[config.mk]
export PLATFORM = sky130hd
export DESIGN_NAME = i2cr_slave
export DESIGN_NICKNAME = d
export VERILOG_FILES = /design/src/rtl/i2cr_pkg.sv /design/src/rtl/i2cr_sync.sv /design/src/rtl/i2cr_line_events.sv /design/src/rtl/i2cr_engine.sv /design/src/rtl/i2cr_slave.sv
export SDC_FILE = /design/constraint.sdc
export NUM_CORES = 1
export LEC_CHECK = 0
export BUFFER_PORTS_ARGS = -buffer_cell sky130_fd_sc_hd__buf_2
export CORE_UTILIZATION = 49
export CTS_BUF_LIST = sky130_fd_sc_hd__clkbuf_16
export CTS_CLUSTER_SIZE = 28
export DETAILED_ROUTE_END_ITERATION = 7
export GPL_ROUTABILITY_DRIVEN = 0
export PLACE_DENSITY = 0.76
export SLEW_MARGIN = 20
export SYNTH_ARGS = -nofsm -noshare
export SYNTH_HDL_FRONTEND = slang
export SYNTH_HIERARCHICAL = 1
export SYNTH_SLANG_ARGS = --single-unit
[constraint.sdc]
create_clock -name clk -period 2.41 [get_ports clk]
set_input_delay 0.1205 -clock clk [delete_from_list [all_inputs] [get_ports clk]]
set_output_delay 0.1205 -clock clk [all_outputs]
set_load 0.05 [all_outputs]
[src/rtl/i2cr_pkg.sv]
package i2cr_pkg;

   typedef enum logic [2:0] {
      PH_IDLE,
      PH_DEV,
      PH_RAH,
      PH_RAL,
      PH_WR,
      PH_RD,
      PH_SKIP
   } phase_t;

   // bytes spanned by a register of the given width code
   function automatic logic [2:0] width_bytes(input logic [1:0] code);
      case (code)
         2'd0:    return 3'd1;
         2'd1:    return 3'd2;
         default: return 3'd4;
      endcase
   endfunction

endpackage

[src/rtl/i2cr_sync.sv]
module i2cr_sync #(
   parameter int   W       = 2,
   parameter int   STAGES  = 2,
   parameter logic RST_VAL = 1'b1
) (
   input  logic         clk,
   input  logic         rst_n,
   input  logic [W-1:0] d,
   output logic [W-1:0] q
);

   if (STAGES < 2) begin : g_bad_stages
      $error("i2cr_sync: STAGES must be at least 2");
   end

   for (genvar b = 0; b < W; b++) begin : g_bit
      logic [STAGES-1:0] chain;
      always_ff @(posedge clk or negedge rst_n) begin
         if (!rst_n) chain <= {STAGES{RST_VAL}};
         else        chain <= {chain[STAGES-2:0], d[b]};
      end
      assign q[b] = chain[STAGES-1];
   end

endmodule

[src/rtl/i2cr_line_events.sv]
module i2cr_line_events (
   input  logic clk,
   input  logic rst_n,
   input  logic scl_s,
   input  logic sda_s,
   output logic scl_rise,
   output logic scl_fall,
   output logic start_ev,
   output logic stop_ev
);

   logic scl_q, sda_q;

   always_ff @(posedge clk or negedge rst_n) begin
      if (!rst_n) begin
         scl_q <= 1'b1;
         sda_q <= 1'b1;
      end else begin
         scl_q <= scl_s;
         sda_q <= sda_s;
      end
   end

   assign scl_rise = scl_s & ~scl_q;
   assign scl_fall = ~scl_s & scl_q;
   assign start_ev = scl_s & scl_q & sda_q & ~sda_s;
   assign stop_ev  = scl_s & scl_q & ~sda_q & sda_s;

endmodule

[src/rtl/i2cr_engine.sv]
module i2cr_engine
   import i2cr_pkg::*;
#(
   parameter logic [6:0] DEV_ADDR = 7'h38,
   parameter int         ADDR_W   = 16,
   parameter int         DATA_W   = 32
) (
   input  logic              clk,
   input  logic              rst_n,
   input  logic              scl_rise,
   input  logic              scl_fall,
   input  logic              start_ev,
   input  logic              stop_ev,
   input  logic              sda_s,
   input  logic [DATA_W-1:0] reg_rdata,
   input  logic [1:0]        reg_width,
   output logic              sda_oe,
   output logic [ADDR_W-1:0] reg_addr,
   output logic [DATA_W-1:0] reg_wdata,
   output logic              reg_we
);

   localparam int CNT_W = 4;

   phase_t              phase, nxt;
   logic [CNT_W-1:0]    cnt;
   logic                in_ack, mack, we_pend, we_q, oe;
   logic [7:0]          rx, tx;
   logic [2:0]          bidx;
   logic [ADDR_W-1:0]   ra;
   logic [DATA_W-1:0]   wbuf;

   logic [2:0] nb;
   logic [1:0] sh;
   logic [7:0] sel;
   logic       more;

   assign nb   = width_bytes(reg_width);
   assign sh   = 2'(nb - 3'd1 - bidx);
   assign sel  = reg_rdata[8*sh +: 8];
   assign more = (bidx < nb);

   always_ff @(posedge clk or negedge rst_n) begin
      if (!rst_n) begin
         phase   <= PH_IDLE;
         nxt     <= PH_IDLE;
         cnt     <= '0;
         in_ack  <= 1'b0;
         mack    <= 1'b0;
         we_pend <= 1'b0;
         we_q    <= 1'b0;
         oe      <= 1'b0;
         rx      <= '0;
         tx      <= '1;
         bidx    <= '0;
         ra      <= '0;
         wbuf    <= '0;
      end else begin
         we_q <= 1'b0;
         if (start_ev || stop_ev) begin
            phase   <= start_ev ? PH_DEV : PH_IDLE;
            cnt     <= '0;
            in_ack  <= 1'b0;
            oe      <= 1'b0;
            we_pend <= 1'b0;
         end else if (phase != PH_IDLE) begin
            if (scl_rise) begin
               if (in_ack) mack <= ~sda_s;
               else if (cnt != CNT_W'(8)) begin
                  rx  <= {rx[6:0], sda_s};
                  cnt <= cnt + CNT_W'(1);
               end
            end
            if (scl_fall) begin
               if (in_ack) begin
                  // end of the acknowledge slot
                  in_ack  <= 1'b0;
                  cnt     <= '0;
                  oe      <= 1'b0;
                  we_q    <= we_pend;
                  we_pend <= 1'b0;
                  phase   <= nxt;
                  if (nxt == PH_RD) begin
                     if ((phase == PH_DEV || mack) && more) begin
                        oe   <= ~sel[7];
                        tx   <= {sel[6:0], 1'b1};
                        bidx <= bidx + 3'd1;
                     end else begin
                        phase <= PH_SKIP;
                     end
                  end
               end else if (cnt == CNT_W'(8)) begin
                  // byte complete, enter the acknowledge slot
                  in_ack <= 1'b1;
                  oe     <= 1'b0;
                  nxt    <= PH_SKIP;
                  case (phase)
                     PH_DEV: if (rx[7:1] == DEV_ADDR) begin
                        oe   <= 1'b1;
                        nxt  <= rx[0] ? PH_RD : PH_RAH;
                        bidx <= '0;
                     end
                     PH_RAH: begin
                        ra[ADDR_W-1 -: 8] <= rx;
                        oe  <= 1'b1;
                        nxt <= PH_RAL;
                     end
                     PH_RAL: begin
                        ra[7:0] <= rx;
                        oe   <= 1'b1;
                        nxt  <= PH_WR;
                        bidx <= '0;
                        wbuf <= '0;
                     end
                     PH_WR: if (more) begin
                        wbuf    <= {wbuf[DATA_W-9:0], rx};
                        oe      <= 1'b1;
                        bidx    <= bidx + 3'd1;
                        we_pend <= (bidx == nb - 3'd1);
                        nxt     <= PH_WR;
                     end
                     PH_RD:   nxt <= PH_RD;
                     default: nxt <= PH_SKIP;
                  endcase
               end else if (phase == PH_RD && cnt != '0) begin
                  oe <= ~tx[7];
                  tx <= {tx[6:0], 1'b1};
               end
            end
         end
      end
   end

   assign sda_oe    = oe;
   assign reg_addr  = ra;
   assign reg_wdata = wbuf;
   assign reg_we    = we_q;

endmodule

[src/rtl/i2cr_slave.sv]
module i2cr_slave #(
   parameter logic [6:0] DEV_ADDR    = 7'h38,
   parameter int         ADDR_W      = 16,
   parameter int         DATA_W      = 32,
   parameter int         SYNC_STAGES = 2
) (
   input  logic              clk,
   input  logic              rst_n,
   input  logic              scl_i,
   input  logic              sda_i,
   output logic              sda_oe,
   output logic [ADDR_W-1:0] reg_addr,
   output logic [DATA_W-1:0] reg_wdata,
   output logic              reg_we,
   input  logic [DATA_W-1:0] reg_rdata,
   input  logic [1:0]        reg_width
);

   if (ADDR_W != 16) begin : g_bad_addr
      $error("i2cr_slave: the register pointer is two bytes, ADDR_W must be 16");
   end
   if (DATA_W != 32) begin : g_bad_data
      $error("i2cr_slave: the widest register is four bytes, DATA_W must be 32");
   end

   logic scl_s, sda_s;
   logic scl_rise, scl_fall, start_ev, stop_ev;

   i2cr_sync #(.W(2), .STAGES(SYNC_STAGES), .RST_VAL(1'b1)) u_sync (
      .clk   (clk),
      .rst_n (rst_n),
      .d     ({scl_i, sda_i}),
      .q     ({scl_s, sda_s})
   );

   i2cr_line_events u_ev (
      .clk      (clk),
      .rst_n    (rst_n),
      .scl_s    (scl_s),
      .sda_s    (sda_s),
      .scl_rise (scl_rise),
      .scl_fall (scl_fall),
      .start_ev (start_ev),
      .stop_ev  (stop_ev)
   );

   i2cr_engine #(.DEV_ADDR(DEV_ADDR), .ADDR_W(ADDR_W), .DATA_W(DATA_W)) u_eng (
      .clk       (clk),
      .rst_n     (rst_n),
      .scl_rise  (scl_rise),
      .scl_fall  (scl_fall),
      .start_ev  (start_ev),
      .stop_ev   (stop_ev),
      .sda_s     (sda_s),
      .reg_rdata (reg_rdata),
      .reg_width (reg_width),
      .sda_oe    (sda_oe),
      .reg_addr  (reg_addr),
      .reg_wdata (reg_wdata),
      .reg_we    (reg_we)
   );

endmodule

==> results of run 1 <==
## state kept, by name, summed over array words and instances, names as in the netlist
name	flops
u_eng/reg_wdata	32
u_eng/phase	3
u_eng/reg_addr	16
u_eng/in_ack	1
u_eng/nxt	3
u_ev/sda_q	1
u_eng/rx	8
u_eng/sda_oe	1
u_eng/mack	1
u_eng/bidx	3
u_eng/tx	7
u_eng/we_pend	1
u_eng/cnt	4
u_eng/reg_we	1
u_ev/scl_q	1
u_sync/g_bit.chain	4
## path summary, 6_finish.rpt
path | startpoint | endpoint | slack, ns | cells after the start
max in group asynchronous | rst_n | u_eng/reg_wdata[8]$_DFFE_PN0P_ | 1.28 | 3
worst max register to register | u_sync/g_bit[0].chain[1]$_DFF_PN1_ | u_eng/tx[2]$_DFFE_PN1P_ | 0.1 | 6
worst min-delay path | reg_rdata[23] | u_eng/sda_oe$_DFFE_PN0P_ | 0.25 | 3
worst max-delay path | u_sync/g_bit[0].chain[1]$_DFF_PN1_ | u_eng/tx[2]$_DFFE_PN1P_ | 0.1 | 6
worst min register to register | u_sync/g_bit[0].chain[0]$_DFF_PN1_ | u_sync/g_bit[0].chain[1]$_DFF_PN1_ | 0.36 | 0
min in group asynchronous | rst_n | u_eng/reg_wdata[21]$_DFFE_PN0P_ | 0.47 | 2
## critical path, cell delays in order (launching register included)
cell	delay, ns
dfstp_2	0.56
and4b_1	0.23
nor2_1	0.23
nand3_4	0.14
or4_4	0.59
o31ai_4	0.16
mux2_4	0.34
## routing by layer
metal / global-route usage / part of all wire
met5: 0 / 0
met4: 0.0641 / 0.014
met3: 0.0564 / 0.046
met2: 0.328 / 0.51
met1: 0.268 / 0.43
## cells by family (layout without fill, tap and decap cells)
group                      Yosys count  after routing  synth area share
buffers and inverters               28            126            0.0329
and+or+nand+nor                     79             79             0.110
muxes                               50             50             0.160
AOI/OAI and AO/OA                   71             71             0.131
adders and majority gates           10             10            0.0299
DFF                                 87             87             0.525
xor gates and xnor gates             5              5            0.0105
## placed cells by master, fill, tap and decap left out, types with 9 or more instances in the layout
master / Yosys / layout
a22o_1: 32 / 32
buf_2: 8 / 86
buf_4: 4 / 10
clkbuf_16: 0 / 9
dfrtp_1: 74 / 74
dfstp_2: 13 / 13
ha_1: 10 / 10
inv_1: 11 / 11
mux2_2: 31 / 31
nand2_1: 19 / 19
nor2_1: 18 / 18
## per-stage QoR
step            util  hold WS, ns  total power, W
3_5_place_dp   0.578        0.227         0.00216
4_1_cts        0.617        0.248         0.00354
3_3_place_gp   0.578        0.226         0.00213
2_1_floorplan      -       -0.175         0.00199
6_report       0.617        0.248         0.00350
5_1_grt        0.617        0.242         0.00366
## timing repair
| item | CTS | global route |
|---|---|---|
| endpoints found under the setup margin | 0 | 18 |
| hold buffers | 3 | 0 |
| endpoints found under the hold margin | 63 | 0 |
| buffers inserted | 0 | 0 |
## cell type report
cell class / instances / area (µm²) / area share
Sequential cell: 87 / 2190 / 0.432
Multi-Input combinational cell: 215 / 1860 / 0.366
Timing Repair Buffer: 100 / 556 / 0.109
Clock buffer: 9 / 225 / 0.0444
Tap cell: 105 / 131 / 0.0259
Clock inverter: 6 / 70.1 / 0.0138
Inverter: 11 / 41.3 / 0.00814
## report_power, final
part | internal, W | switching, W | total (W)
combinational | 0.000208 | 0.000204 | 0.000412
clock | 0.000804 | 0.000563 | 0.00137
sequential | 0.00157 | 0.000153 | 0.00172
==> results_dict.tcl, run 1 <==
set metrics [dict create \
    p_leak_nw 2.55 \
    synth_flop_cell "dfrtp_1" \
    dr_total_vias 2977 \
    worstPathRequired_ns 2.67 \
    vias_per_cell 5.59 \
    port_buffers 87 \
    cts_num_sinks 87 \
    synth_commonest_cells "dfrtp_1 (74), a22o_1 (32), mux2_2 (31), nand2_1 (19), nor2_1 (18)" \
    min_path_type "in -> reg" \
    drt_iter0_markers 142 \
    end_kind "register" \
    drc 0 \
    fin_ws_ns 0.0954 \
    dp_cells 515 \
    diodes 0 \
    clockBufferDepth 2 \
    dieArea_um2 8900 \
    worst_pin_slew_ns 0.911 \
    worst_ir_drop_vdd_uv 630 \
    syn_avg_cell_area_um2 12.7 \
    drive_gt1_frac 0.421 \
    wl_per_cell_um 16.0 \
    numCtsBuffers 9 \
    stdcell_area_um2 5070 \
    totalWireLength_um 8500 \
    grt_pass1_wl_um 13800 \
    place_ws_ns 0.0960 \
    syn_nets 378 \
    synth_most_common_cell "dfrtp_1" \
    grt_pass1_vias 2855 \
    powerDensity_nw_per_um2 690 \
    clkTransAtPathRegs_ns 0.06 \
    ctsResizeCount 0 \
    cts_htree_levels 3 \
    fin_worst_skew_ns 0.00533 \
    insertion_delay_ns 0.33 \
    antenna_found_initial 0 \
    crit_path_start_kind "register" \
    root_buffer "clkbuf_16" \
    rsz0062_at_grt "no" \
    die_h_um 94.4 \
    seq_area_frac_synth 0.525 \
    synth_async_sr_flop_share 1.00 \
    finalNonFillerCells 533 \
    ys_warn_count 6 \
    yosysUniqueCellTypes 56 \
    cp_max_fo 7 \
    setup_viol 0 \
    grt_usage 0.204 \
    yosysTopAreaCellShare 0.443 \
    first_pass_iters 4 \
    area_growth_syn_to_layout_pct 21.4 \
    hold_viol 0 \
    core-area_um2 8220 \
    synth_edf_count 0 \
    synthesis.area_um2 4180 \
    synth.largest_area_cell "dfrtp_1" \
    synthTopCellsByArea "dfrtp_1 (44%), mux2_2 (8.4%), dfstp_2 (8.2%)" \
    route.antenna.remaining_nets 0 \
    period_needed_ns 2.31 \
    cts_tree "done" \
    critPathArrivalTime_ns 2.57 \
    synthCells 330 \
    io_pins 88 \
    start_util 0.509 \
    outcome "finished, final reports clean" \
    critPathKind "reg -> reg" \
    fill_cells 639 \
    grt_max_degree 77 \
    grt.overflow.total 0 \
    nets 472 \
    final_max_slew_viol_count 0 \
    fmax_mhz 432 \
    maxCapViolCount 0 \
    maxSlewHeadroom 0.392 \
    dp_hpwl_um 5980 \
    fin_crit_sh 0.960 \
    placementRows 33 \
    synth_seq_cells 87 \
    die-width_um 94.4 \
    placed_area_um2 4750 \
    setup-tns-final_ns 0 \
]
Note: power is estimated with default switching activity, not from simulation.
==> inputs of run 2 (changes only) <==
--- a/config.mk
+++ b/config.mk
@@ -5,13 +5,15 @@
 export SDC_FILE = /design/constraint.sdc
 export NUM_CORES = 1
 export LEC_CHECK = 0
+export ABC_AREA = 1
 export BUFFER_PORTS_ARGS = -buffer_cell sky130_fd_sc_hd__buf_2
-export CORE_UTILIZATION = 49
+export CORE_UTILIZATION = 50
 export CTS_BUF_LIST = sky130_fd_sc_hd__clkbuf_16
 export CTS_CLUSTER_SIZE = 28
 export DETAILED_ROUTE_END_ITERATION = 7
 export GPL_ROUTABILITY_DRIVEN = 0
 export PLACE_DENSITY = 0.76
+export SKIP_CTS_REPAIR_TIMING = 1
 export SLEW_MARGIN = 20
 export SYNTH_ARGS = -nofsm -noshare
 export SYNTH_HDL_FRONTEND = slang
==> run 2 against run 1 <==
Cell area rose by 3.4%. Cell count rose by 40%. Clock-buffer cell count is the same. First-iteration DRC count is 58% higher. Maximum frequency increased by 8.0%. Wire length is 19% higher. Non-clock buffer count did not move. Power increased by 48%. Synthesized cell count up 64%. Area after synthesis up 5.6%. Clock power decreased by 7%. Highest routed layer unchanged.
==> results_dict.tcl, run 2 <==
set metrics [dict create \
    hp-start "reg_rdata[12]" \
    worst_pin_slew_ns 0.738 \
    maxSlewHeadroom 0.508 \
    fmax_mhz 466 \
    dp_cells 725 \
    r2r-start "u_sync/g_bit[0].chain[1]$_DFF_PN1_" \
    first_pass_iters 7 \
    finalNonFillerCells 744 \
    holdPathEnd "u_eng/tx[5]$_DFFE_PN1P_" \
    critPathKind "reg -> reg" \
    switchingPower_w 0.00220 \
    p_leak_nw 2.81 \
    dp_hpwl_um 7590 \
    outcome "finished, final reports clean" \
    port_buffers 87 \
    p_int_w 0.00299 \
    mostFrequentLayoutCells "nand2_1 (147), buf_2 (86), dfrtp_1 (74), inv_1 (70), nand3_1 (44)" \
    ff2ff_path_depth 11 \
    synth_seq_cells 87 \
    rsz0062_at_grt "no" \
    fin_ws_ns 0.266 \
    synth.largest_area_cell "dfrtp_1" \
    synthTopCellsByArea "dfrtp_1 (42%), nand2_1 (13%), dfstp_2 (7.7%)" \
    die-width_um 95.9 \
    period_needed_ns 2.14 \
    antenna_found_initial 0 \
    powerDensity_nw_per_um2 989 \
    grt_pass1_vias 3604 \
    area_growth_syn_to_layout_pct 18.9 \
    fin_worst_skew_ns 0.00818 \
    power_w 0.00519 \
    fin_crit_sh 0.890 \
    insertion_delay_ns 0.33 \
    root_buffer "clkbuf_16" \
    setup_viol 0 \
    min_path_type "in -> reg" \
    worst_ir_drop_vdd_uv 618 \
    critPathArrivalTime_ns 2.39 \
    clkTransAtPathRegs_ns 0.07 \
    reg2reg_slack_ns 0.27 \
    yosysUniqueCellTypes 37 \
    cts_htree_levels 3 \
    seqPwrFrac 0.382 \
    path_delay_family "simple AND/OR/NAND/NOR gates" \
    die_h_um 95.9 \
    synthCells 541 \
    layout_commonest_cell "nand2_1" \
    synth_commonest_cells "nand2_1 (147), dfrtp_1 (74), inv_1 (69), nand3_1 (44), nor2_1 (40)" \
    diodes 0 \
    synth_async_sr_flop_share 1.00 \
    yosysTopAreaCellShare 0.420 \
    totalWireLength_um 10100 \
    route.antenna.remaining_nets 0 \
    cts_num_sinks 87 \
    hold_viol 0 \
    syn_nets 589 \
    end_kind "register" \
    numCtsBuffers 9 \
    syn_avg_cell_area_um2 8.15 \
    maxCapViolCount 0 \
    hold_path_depth 7 \
    cp_max_fo 14 \
    crit_path_start_kind "register" \
    drive_gt1_frac 0.239 \
    grt.overflow.total 0 \
    core-area_um2 8380 \
    drc 0 \
    regArea_um2 2190 \
    start_util 0.526 \
    drt_iter0_markers 224 \
    hold_ws_ns 0.210 \
    place_ws_ns 0.286 \
    slowest_stage "dfstp_2" \
    clkPwrFrac 0.246 \
    largest_register_ffs 32 \
    synth_edf_count 0 \
    fill_cells 741 \
    synth_flop_cell "dfrtp_1" \
    r2r_end "u_eng/reg_wdata[14]$_DFFE_PN0P_" \
    clockBufferDepth 2 \
    ys_warn_count 6 \
    synth_most_common_cell "nand2_1" \
    grt_max_degree 52 \
    vias_per_cell 5.28 \
    dieArea_um2 9200 \
    switching_share 0.424 \
    setup-tns-final_ns 0 \
    seq_area_frac_synth 0.497 \
    multi_input_area_um2 1820 \
    critical_path.n_buffers_inverters 4 \
    nets 682 \
    wl_per_cell_um 13.6 \
    io_pins 88 \
    grt_pass1_wl_um 16200 \
    grt_usage 0.230 \
    slowest_delay_ns 0.56 \
    path_cells "inv_1, nand2_1, nor2_1, nor2_2, inv_2, nor2_8, nand2_4, inv_2, nand2_1, buf_4, o22ai_1" \
    final_max_slew_viol_count 0 \
    dr_total_vias 3931 \
    crit_start "u_sync/g_bit[0].chain[1]$_DFF_PN1_" \
    comb_power_share 0.372 \
    cts_tree "done" \
    synthesis.area_um2 4410 \
    worstPathRequired_ns 2.66 \
    placementRows 33 \
]
-- run 2: changes by cell type after synthesis, sizes merged, moves of 24 or more --
cell and delta:
a22o -32, inv +63, mux2 -37, nand2 +135
nand3 +38, nor2 +27, o21ai +41, o22ai +24
-- run 2: power groups by stage --
stage	Combinational, W	Sequential [W]	Clock (W)
4_1_cts	0.00192	0.00198	0.00130
6_report	0.00193	0.00198	0.00128
3_5_place_dp	0.00191	0.00200	0
2_1_floorplan	0.000848	0.00254	0
3_3_place_gp	0.00185	0.00199	0
5_1_grt	0.00211	0.00202	0.00135
-- run 2: tightest hold or removal path, cell delays in order --
cell     delay [ns]
buf_2          0.10
nand2_1        0.05
nand3_1        0.07
nand3_1        0.07
nand2_1        0.05
nand2_1        0.05
nand2_1        0.04
-- run 2: logic make-up after synthesis --
family	count (synthesis)	share of synthesized area
AOI/OAI and AO/OA	97	0.129
xor gates and xnor gates	3	0.00596
adders and majority gates	10	0.0284
buffers and inverters	92	0.0913
DFF	87	0.497
and+or+nand+nor	252	0.248
-- run 2: area by class of cell --
| type | instances | area share |
|---|---|---|
| Sequential cell | 87 | 0.418 |
| Multi-Input combinational cell | 362 | 0.346 |
| Timing Repair Buffer | 100 | 0.106 |
| Inverter | 74 | 0.0529 |
| Clock buffer | 9 | 0.0429 |
| Tap cell | 105 | 0.0250 |
| Clock inverter | 7 | 0.00930 |
-- run 2: how the worst max path moves through the flow --
stage                                                 end  cells after the start
after floorplan             u_eng/reg_addr[5]$_DFFE_PN0P_                     13
final                     u_eng/reg_wdata[14]$_DFFE_PN0P_                     11
after global placement      u_eng/reg_addr[4]$_DFFE_PN0P_                     10
after detailed placement  u_eng/reg_wdata[14]$_DFFE_PN0P_                     11
after CTS                 u_eng/reg_wdata[14]$_DFFE_PN0P_                     11
after global routing      u_eng/reg_wdata[14]$_DFFE_PN0P_                     11
-- run 2: metrics by stage --
step	cell area [µm²]	utilization
after global placement	4940	0.590
after detailed placement	4940	0.590
after global routing	5250	0.626
after floorplan	4410	-
after CTS	5220	0.622
final	5250	0.626
-- run 2: per-layer routing --
| layer | global-route usage | up-vias | share of wire |
|---|---|---|---|
| met1 | 0.279 | 1807 | 0.43 |
| met2 | 0.415 | 166 | 0.50 |
| met5 | 0 | - | 0 |
| met4 | 0.0634 | 0 | 0.012 |
| li1 | - | 1937 | - |
| met3 | 0.0466 | 21 | 0.062 |
